<file path="src/rtl/ssi_pkg.sv">
package ssi_pkg;
   localparam int NCH         = 2;
   // status 0 / status 1 bit positions
   localparam int B_TIE       = 0;
   localparam int B_TDRE      = 1;
   localparam int B_DCD       = 2;
   localparam int B_RIE       = 3;
   localparam int B_ROUTE1    = 2;
   // option register bit positions
   localparam int B_CTS_AUTO  = 5;
   localparam int B_DCD_DIS   = 6;

   typedef struct packed {
      logic rie0;
      logic route1;
      logic cts_auto;
      logic dcd_dis;
   } ssi_ctl_t;
endpackage

</file>
<file path="src/rtl/ssi_sync.sv">
module ssi_sync #(
   parameter int W      = 1,
   parameter int STAGES = 2
) (
   input  logic         clk,
   input  logic         rst_n,
   input  logic [W-1:0] d,
   output logic [W-1:0] q
);
   logic [W-1:0] stg [STAGES];

   generate
      for (genvar i = 0; i < STAGES; i++) begin : g_stage
         if (i == 0) begin : g_first
            always_ff @(posedge clk or negedge rst_n)
               if (!rst_n) stg[i] <= '0;
               else        stg[i] <= d;
         end else begin : g_next
            always_ff @(posedge clk or negedge rst_n)
               if (!rst_n) stg[i] <= '0;
               else        stg[i] <= stg[i-1];
         end
      end
   endgenerate

   assign q = stg[STAGES-1];
endmodule

</file>
<file path="src/rtl/ssi_txchan.sv">
module ssi_txchan #(
   parameter int DATA_W = 8
) (
   input  logic              clk,
   input  logic              rst_n,
   input  logic              iostop,
   input  logic              ld,
   input  logic              ctl_wr,
   input  logic [DATA_W-1:0] wdata,
   input  logic              take,
   input  logic              blk,
   output logic [DATA_W-1:0] data_o,
   output logic              tdre_o,
   output logic              tie_o,
   output logic              irq_o
);
   import ssi_pkg::*;

   logic empty_q;

   always_ff @(posedge clk or negedge rst_n) begin
      if (!rst_n) begin
         empty_q <= 1'b1;
         data_o  <= '0;
         tie_o   <= 1'b0;
      end else begin
         if (iostop)    empty_q <= 1'b1;
         else if (ld)   empty_q <= 1'b0;
         else if (take) empty_q <= 1'b1;
         if (ld)     data_o <= wdata;
         if (ctl_wr) tie_o  <= wdata[B_TIE];
      end
   end

   assign tdre_o = iostop | (empty_q & ~blk);
   assign irq_o  = tie_o & tdre_o;
endmodule

</file>
<file path="src/rtl/ssi_dcd.sv">
module ssi_dcd (
   input  logic clk,
   input  logic rst_n,
   input  logic pin_s,
   input  logic stat_rd,
   input  logic dis,
   output logic status_o,
   output logic rx_reset_o
);
   logic hold_q;

   always_ff @(posedge clk or negedge rst_n) begin
      if (!rst_n)       hold_q <= 1'b0;
      else if (pin_s)   hold_q <= 1'b1;
      else if (stat_rd) hold_q <= 1'b0;
   end

   assign status_o   = pin_s | hold_q;
   assign rx_reset_o = ~dis & pin_s;
endmodule

</file>
<file path="src/rtl/ssi_stat_irq.sv">
module ssi_stat_irq #(
   parameter int              DATA_W      = 8,
   parameter int              ADDR_W      = 8,
   parameter int              SYNC_STAGES = 2,
   parameter logic [ADDR_W-1:0] STAT0_ADDR = 'h04,
   parameter logic [ADDR_W-1:0] STAT1_ADDR = 'h05,
   parameter logic [ADDR_W-1:0] TXD0_ADDR  = 'h06,
   parameter logic [ADDR_W-1:0] TXD1_ADDR  = 'h07,
   parameter logic [ADDR_W-1:0] OPT_ADDR   = 'h12
) (
   input  logic              clk,
   input  logic              rst_n,
   input  logic [ADDR_W-1:0] bus_addr,
   input  logic [DATA_W-1:0] bus_wdata,
   input  logic              bus_wr,
   input  logic              bus_rd,
   output logic [DATA_W-1:0] rd_data,
   input  logic              iostop,
   input  logic [1:0]        tx_take,
   input  logic              cts0_pin,
   input  logic              dcd0_pin,
   input  logic              ch1_shared_pin,
   output logic [DATA_W-1:0] tx_data0,
   output logic [DATA_W-1:0] tx_data1,
   output logic [1:0]        tdre,
   output logic [1:0]        tx_irq,
   output logic              rx_irq,
   output logic              rx_reset0,
   output logic              dcd0_stat,
   output logic              cts1_out,
   output logic              csio_rxd
);
   import ssi_pkg::*;

   localparam int NSYNC = 2;

   generate
      if (DATA_W < 8) begin : g_bad_w
         $error("ssi_stat_irq: DATA_W must be at least 8");
      end
      if (SYNC_STAGES < 2) begin : g_bad_s
         $error("ssi_stat_irq: SYNC_STAGES must be at least 2");
      end
   endgenerate

   ssi_ctl_t          ctl_q;
   logic [NSYNC-1:0]  pins_s;
   logic [NCH-1:0]    tie;
   logic [DATA_W-1:0] chdata [NCH];
   logic              wr_st0, wr_st1, wr_opt, rd_st0;

   assign wr_st0 = bus_wr && (bus_addr == STAT0_ADDR);
   assign wr_st1 = bus_wr && (bus_addr == STAT1_ADDR);
   assign wr_opt = bus_wr && (bus_addr == OPT_ADDR);
   assign rd_st0 = bus_rd && (bus_addr == STAT0_ADDR);

   always_ff @(posedge clk or negedge rst_n) begin
      if (!rst_n) begin
         ctl_q <= '0;
      end else begin
         if (wr_st0) ctl_q.rie0   <= bus_wdata[B_RIE];
         if (wr_st1) ctl_q.route1 <= bus_wdata[B_ROUTE1];
         if (wr_opt) begin
            ctl_q.cts_auto <= bus_wdata[B_CTS_AUTO];
            ctl_q.dcd_dis  <= bus_wdata[B_DCD_DIS];
         end
      end
   end

   ssi_sync #(.W(NSYNC), .STAGES(SYNC_STAGES)) u_sync (
      .clk   (clk),
      .rst_n (rst_n),
      .d     ({cts0_pin, dcd0_pin}),
      .q     (pins_s)
   );

   generate
      for (genvar c = 0; c < NCH; c++) begin : g_ch
         logic blk_c;
         logic ld_c;
         logic ctl_c;
         if (c == 0) begin : g_gated
            assign blk_c = ctl_q.cts_auto & pins_s[1];
            assign ld_c  = bus_wr && (bus_addr == TXD0_ADDR);
            assign ctl_c = wr_st0;
         end else begin : g_free
            assign blk_c = 1'b0;
            assign ld_c  = bus_wr && (bus_addr == TXD1_ADDR);
            assign ctl_c = wr_st1;
         end
         ssi_txchan #(.DATA_W(DATA_W)) u_tx (
            .clk    (clk),
            .rst_n  (rst_n),
            .iostop (iostop),
            .ld     (ld_c),
            .ctl_wr (ctl_c),
            .wdata  (bus_wdata),
            .take   (tx_take[c]),
            .blk    (blk_c),
            .data_o (chdata[c]),
            .tdre_o (tdre[c]),
            .tie_o  (tie[c]),
            .irq_o  (tx_irq[c])
         );
      end
   endgenerate

   assign tx_data0 = chdata[0];
   assign tx_data1 = chdata[1];

   ssi_dcd u_dcd (
      .clk        (clk),
      .rst_n      (rst_n),
      .pin_s      (pins_s[0]),
      .stat_rd    (rd_st0),
      .dis        (ctl_q.dcd_dis),
      .status_o   (dcd0_stat),
      .rx_reset_o (rx_reset0)
   );

   assign rx_irq   = ctl_q.rie0 & dcd0_stat;
   assign cts1_out = ctl_q.route1 ? ch1_shared_pin : 1'b1;
   assign csio_rxd = ctl_q.route1 ? 1'b1 : ch1_shared_pin;

   always_comb begin
      rd_data = '0;
      if (bus_addr == STAT0_ADDR) begin
         rd_data[B_TIE]  = tie[0];
         rd_data[B_TDRE] = tdre[0];
         rd_data[B_DCD]  = dcd0_stat;
         rd_data[B_RIE]  = ctl_q.rie0;
      end else if (bus_addr == STAT1_ADDR) begin
         rd_data[B_TIE]    = tie[1];
         rd_data[B_TDRE]   = tdre[1];
         rd_data[B_ROUTE1] = ctl_q.route1;
      end else if (bus_addr == OPT_ADDR) begin
         rd_data[B_CTS_AUTO] = ctl_q.cts_auto;
         rd_data[B_DCD_DIS]  = ctl_q.dcd_dis;
      end else if (bus_addr == TXD0_ADDR) begin
         rd_data = chdata[0];
      end else if (bus_addr == TXD1_ADDR) begin
         rd_data = chdata[1];
      end
   end
endmodule

</file>
<file path="config.mk">
export PLATFORM = sky130hd
export DESIGN_NAME = ssi_stat_irq
export DESIGN_NICKNAME = d
export VERILOG_FILES = /design/src/rtl/ssi_pkg.sv /design/src/rtl/ssi_sync.sv /design/src/rtl/ssi_txchan.sv /design/src/rtl/ssi_dcd.sv /design/src/rtl/ssi_stat_irq.sv
export SDC_FILE = /design/constraint.sdc
export NUM_CORES = 1
export LEC_CHECK = 0
export ABC_AREA = 1
export BUFFER_PORTS_ARGS = -buffer_cell sky130_fd_sc_hd__buf_2
export CAP_MARGIN = 20
export CORE_UTILIZATION = 45
export DETAILED_ROUTE_END_ITERATION = 12
export PLACE_DENSITY = 0.74
export SLEW_MARGIN = 10
export SYNTH_ARGS = -nofsm -noshare
export SYNTH_HDL_FRONTEND = slang
export SYNTH_HIERARCHICAL = 1
export SYNTH_SLANG_ARGS = --single-unit
export TNS_END_PERCENT = 1
</file>
<file path="constraint.sdc">
create_clock -name clk -period 2.25 [get_ports clk]
set_input_delay 0.1125 -clock clk [delete_from_list [all_inputs] [get_ports clk]]
set_output_delay 0.1125 -clock clk [all_outputs]
set_load 0.02 [all_outputs]
</file>
# Word level (Yosys, flattened, before mapping)
# Cells that the tools add are included.
# totals
register_bits	29
inputBits	26
output_inout_bits	33
wordCells	57
# classes
n_eq_ne	5
n_mux	19
n_bitwise	11
n_reduce_logical	9
# op_table
cell	count
$eq 8x3->1 const B	4
$mux 8	2
$mux 1	11
$mux 5	2
$eq 8x5->1 const B	1
$mux 4	2
$and 1x1->1	6
$logic_and 1x1->1	6
$reduce_bool 3->1	2
$mux 3	1
$or 1x1->1	3
$mux 2	1
$not 1->1	2
$reduce_bool 2->1	1

# Depth between registers and ports, before layout
# logic_depth
ltp_word	6
mapped_depth	9
mapped_depth_nobuf	8

# Hierarchy
# Netlist, hierarchy kept.
# by_module_without_submodules
mod	instances	cells_per_inst	area_each_um2	seq_area_each_um2
ssi_txchan	2	46	404.1	251.5
ssi_stat_irq	1	97	566.8	100.1
ssi_sync	1	6	115.1	100.1
ssi_dcd	1	6	61.3	25.0

# Worst setup path after synthesis
# No wires, ideal clock.
# synth_timing
path_kind	flip-flop to output port
from	register u_sync.stg (netlist bit u_sync/q[1])
to	output rd_data[1]
arrival_time_ps	1107
required_time_ps	2138
path_slack_ps	1030
stages_incl_launch_ff	9
n_path_buf	1
path_cell_list	dfrtp_1 -> buf_4 -> nand2_1 -> inv_1 -> inv_1 -> nand2_1 -> nand2_1 -> nand3_1 -> nand4_1
# synth_via
elab_chain_cells	5
# synth_lines
item	line	rtl
start, declared	ssi_sync.sv:10	logic [W-1:0] stg [STAGES];
start signal, assigned by index	ssi_sync.sv:21	else stg[i] <= stg[i-1];
$and 1x1->1	ssi_stat_irq.sv:83	assign blk_c = ctl_q.cts_auto & pins_s[1];
net g_ch[0].blk_c	ssi_stat_irq.sv:79	logic blk_c;
$not 1->1	ssi_txchan.sv:35	assign tdre_o = iostop | (empty_q & ~blk);
$and 1x1->1	ssi_txchan.sv:35	
$or 1x1->1	ssi_txchan.sv:35	
net tdre[0]	ssi_stat_irq.sv:25	output logic [1:0] tdre,
$mux 4	ssi_stat_irq.sv:127	if (bus_addr == STAT0_ADDR) begin
end, declared	ssi_stat_irq.sv:17	output logic [DATA_W-1:0] rd_data,
# The timed path passes the listed nets, and every way through them passes these cells.

# Final worst setup path
# layout_timing
from	register ctl_q[1] (netlist name)
to	output rd_data[1]
# layout_via
elab_chain_cells	5
# layout_lines
item	line	rtl
start, declared	ssi_stat_irq.sv:46	ssi_ctl_t ctl_q;
$and 1x1->1	ssi_stat_irq.sv:83	
net g_ch[0].blk_c	ssi_stat_irq.sv:79	
$not 1->1	ssi_txchan.sv:35	
$and 1x1->1	ssi_txchan.sv:35	
$or 1x1->1	ssi_txchan.sv:35	
$mux 4	ssi_stat_irq.sv:127	
# The timed path passes the listed nets, and every way through them passes these cells.

==> impl_metrics.env <==
export IMPL_synth_simple_area_share_pct=38.2
export IMPL_route_detailed_drc=0
export IMPL_wirelength_um=3850
export IMPL_fill_cells=329
export IMPL_antenna_found_initial=0
export IMPL_synth_area_sq_um=1550
export IMPL_period_share_pct=67.3
export IMPL_grt_pass1_vias=1458
export IMPL_grt_pass1_wl_um=6330
export IMPL_initial_core_util_pct=49.2
export IMPL_drtPass1Iterations=4
export IMPL_h_tree_depth=2
export IMPL_setup_viol=0
export IMPL_power_share_clock_pct=29.4
export IMPL_worstPathRequired_ps=2140
export IMPL_synthCells=201
export IMPL_avgRoutedWirePerCell_um=12.2
export IMPL_total_switching_power_w=0.000303
export IMPL_die_area_sq_um=3690
export IMPL_hold_buffers=7
export IMPL_grt_use_total_pct=24.3
export IMPL_antennaDiodeCount=0
export IMPL_syn2layout_area_growth_pct=27.9
export IMPL_placement_io_buffers=58
export IMPL_cts_sinks=29
export IMPL_ios=59
export IMPL_clock_skew_ps=0.0539
export IMPL_synthAdderAreaFrac_pct=0
export IMPL_synth_xor_area_share_pct=0
export IMPL_synth_top_family_by_area="simple AND/OR/NAND/NOR gates"
export IMPL_swShare_pct=29.6
export IMPL_powerDensity_nw_per_um2=517
export IMPL_pwr_share_seq_pct=54.8
export IMPL_intPower_w=0.000723
export IMPL_clk_pin_slew_ps=90
export IMPL_yosys_mux_area_fraction_pct=0
export IMPL_cpPeakStageDelay_ps=400
export IMPL_tns_ps=0
export IMPL_cp_startpoint="ctl_q[1]"
export IMPL_synth_compound_area_share_pct=4.92
export IMPL_p_total_w=0.00103
export IMPL_critPathCapture="rd_data[1]"
export IMPL_rr_worst_depth=2
export IMPL_cts_setup_buffers=0
export IMPL_post_route_min_period_ps=1520
export IMPL_hold_path_startpoint="bus_wdata[4]"
export IMPL_arrival_ps=1400
export IMPL_crit_path_frequent_cell="nand2_1"
export IMPL_crit_fanout=3
export IMPL_cap_violations=0
export IMPL_via_per_inst=4.73
export IMPL_tightest_slew_ps=640
export IMPL_cp_slowest_cell="dfrtp_1"
export IMPL_drive_above_1_share_pct=35.8
export IMPL_synth_ff_latch_count=29
export IMPL_synth_seq_area_share_pct=46.9
export IMPL_die_w_um=60.7
export IMPL_rsz0062_at_grt="no"
export IMPL_root_buffer="clkbuf_4"
export IMPL_layout_cells_non_filler=315
export IMPL_crit_chain="nand2_1, inv_1, inv_1, nand2_1, nand2_1, nand3_1, nand4_1, buf_2"
export IMPL_mappedNetlistNets=227
export IMPL_reg2reg_from="g_ch[1].u_tx/empty_q"
export IMPL_slew_violations=0
export IMPL_syn_area_per_cell_sq_um=7.72
export IMPL_p_leak_nw=1.15
export IMPL_hold_viol=0
export IMPL_ant_nets=0
export IMPL_dp_cells=300
export IMPL_slew_headroom_pct=57.3
export IMPL_fin_nets=296
export IMPL_drtIter0Drc=55
export IMPL_cts_resized=0
export IMPL_ys_warn_count=6
export IMPL_tritoncts="built"
export IMPL_worstSkewPairLatency_ps=330
export IMPL_grt_max_degree=30
export IMPL_combPwrFrac_pct=15.8
export IMPL_gr_total_overflow=0
export IMPL_cp_start_kind="flip-flop"
export IMPL_r2r_slack_ps=1530
export IMPL_cp_end_kind="output pin"
export IMPL_ir_drop_mv=0.268
export IMPL_placementRows=20
export IMPL_core_region_area_sq_um=3150
export IMPL_vias=1490
export IMPL_die_height_um=60.7
export IMPL_criticalPathCategory="flip-flop to output pin"
export IMPL_cts_buffer_depth=2
export IMPL_status="finished, final reports clean"
export IMPL_hpwl_um=2820
export IMPL_min_path_type="input port to flip-flop"
export IMPL_max_freq_ghz=0.660
export IMPL_cts_inserted_buffers=5
export IMPL_reg2reg_to="g_ch[1].u_tx/empty_q"
export IMPL_synth_cell_types=22
export IMPL_gp_congestion=0.815
[cells by family (layout without fill, tap and decap cells)]
group                  Yosys count  in the layout
AOI/OAI and AO/OA               11             11
other                            1              1
and+or+nand+nor                128            128
DFF                             29             29
buffers and inverters           32            102
[critical path, delay by kind of cell (launching register included)]
family,cells,cell delay [ps]
flops,1,400
simple gates,5,430
buf+inv,3,250
[layout make-up]
type / count / area [sq um] / area share (%)
flip-flops and latches: 29 / 728 / 36.7
multi-input cells: 140 / 673 / 33.9
repair buffers: 67 / 375 / 18.9
inverters: 27 / 101 / 5.11
well taps: 44 / 55.1 / 2.77
clock buffers: 6 / 41.3 / 2.08
clock inverters: 2 / 10.0 / 0.504
[synth_stat cells, drive strengths merged]
| library cell | count | area, sq um |
|---|---|---|
| nand4 | 3 | 18.8 |
| nand3 | 24 | 125 |
| conb | 1 | 3.75 |
| buf | 5 | 48.8 |
| nor2 | 13 | 91.3 |
| dfstp | 2 | 52.6 |
| dfrtp | 27 | 676 |
| nor3 | 2 | 10.0 |
| nand2 | 86 | 348 |
| o21ai | 8 | 47.5 |
| inv | 27 | 101 |
| o21bai | 1 | 18.8 |
| a21oi | 2 | 10.0 |
[sequential cells by signal, indices dropped and copies added (netlist names)]
name,cells
ctl_q,4
g_ch.u_tx/data_o,16
g_ch.u_tx/empty_q,2
g_ch.u_tx/tie_o,2
u_dcd/hold_q,1
u_sync/q,2
u_sync/stg,2
[layer usage]
metal	vias to the layer above	GRT usage (%)	routed length [um]
li1	755	-	-
met1	676	30.6	1730
met2	54	40.8	1840
met3	5	5.97	220
met4	0	8.77	51
met5	-	0	0
[power by group through the flow]
stage                     clock network (W)  registers [W]   logic, W
after floorplan                           0       0.000586  0.0000694
after global placement                    0       0.000572   0.000151
after detailed placement                  0       0.000572   0.000153
after CTS                          0.000312       0.000562   0.000163
after global routing               0.000333       0.000565   0.000180
final                              0.000302       0.000562   0.000162
[stage by stage]
step | worst slack (ps) | hold WS (ps) | area [sq um] | utilization (%)
after floorplan | 1030 | -183 | 1550 | -
after global placement | 888 | 172 | 1860 | 59.1
after detailed placement | 866 | 170 | 1860 | 59.1
after CTS | 716 | 3.78 | 1980 | 62.9
after global routing | 613 | 2.06 | 1980 | 62.9
final | 735 | 16.1 | 1980 | 62.9
[placed cells by master, fill, tap and decap left out]
cell type,n
nand2_2,7
nand2_4,1
clkbuf_4,5
nor2_4,4
nor3_1,2
o21ai_2,2
nor2_1,4
clkinv_2,2
o21ai_1,1
nand3_2,1
inv_2,7
dlygate4sd3_1,7
nand3_1,23
buf_2,58
nor2_2,5
a21oi_1,2
o21bai_4,1
nand4_1,3
clkbuf_1,1
nand2_1,78
o21ai_0,5
buf_4,2
dfrtp_1,27
dfstp_2,2
inv_1,20
conb_1,1
[worst min path at each step]
stage                             endpoint  slack (ps)  cells after the start
finish              g_ch[1].u_tx/data_o[4]          20                      3
global route        g_ch[0].u_tx/data_o[4]           2                      3
global placement    g_ch[1].u_tx/data_o[7]         170                      1
CTS                 g_ch[1].u_tx/data_o[4]           4                      3
floorplan                         ctl_q[0]        -180                      0
detailed placement  g_ch[1].u_tx/data_o[7]         170                      1
(Power assumes the default switching activity.)
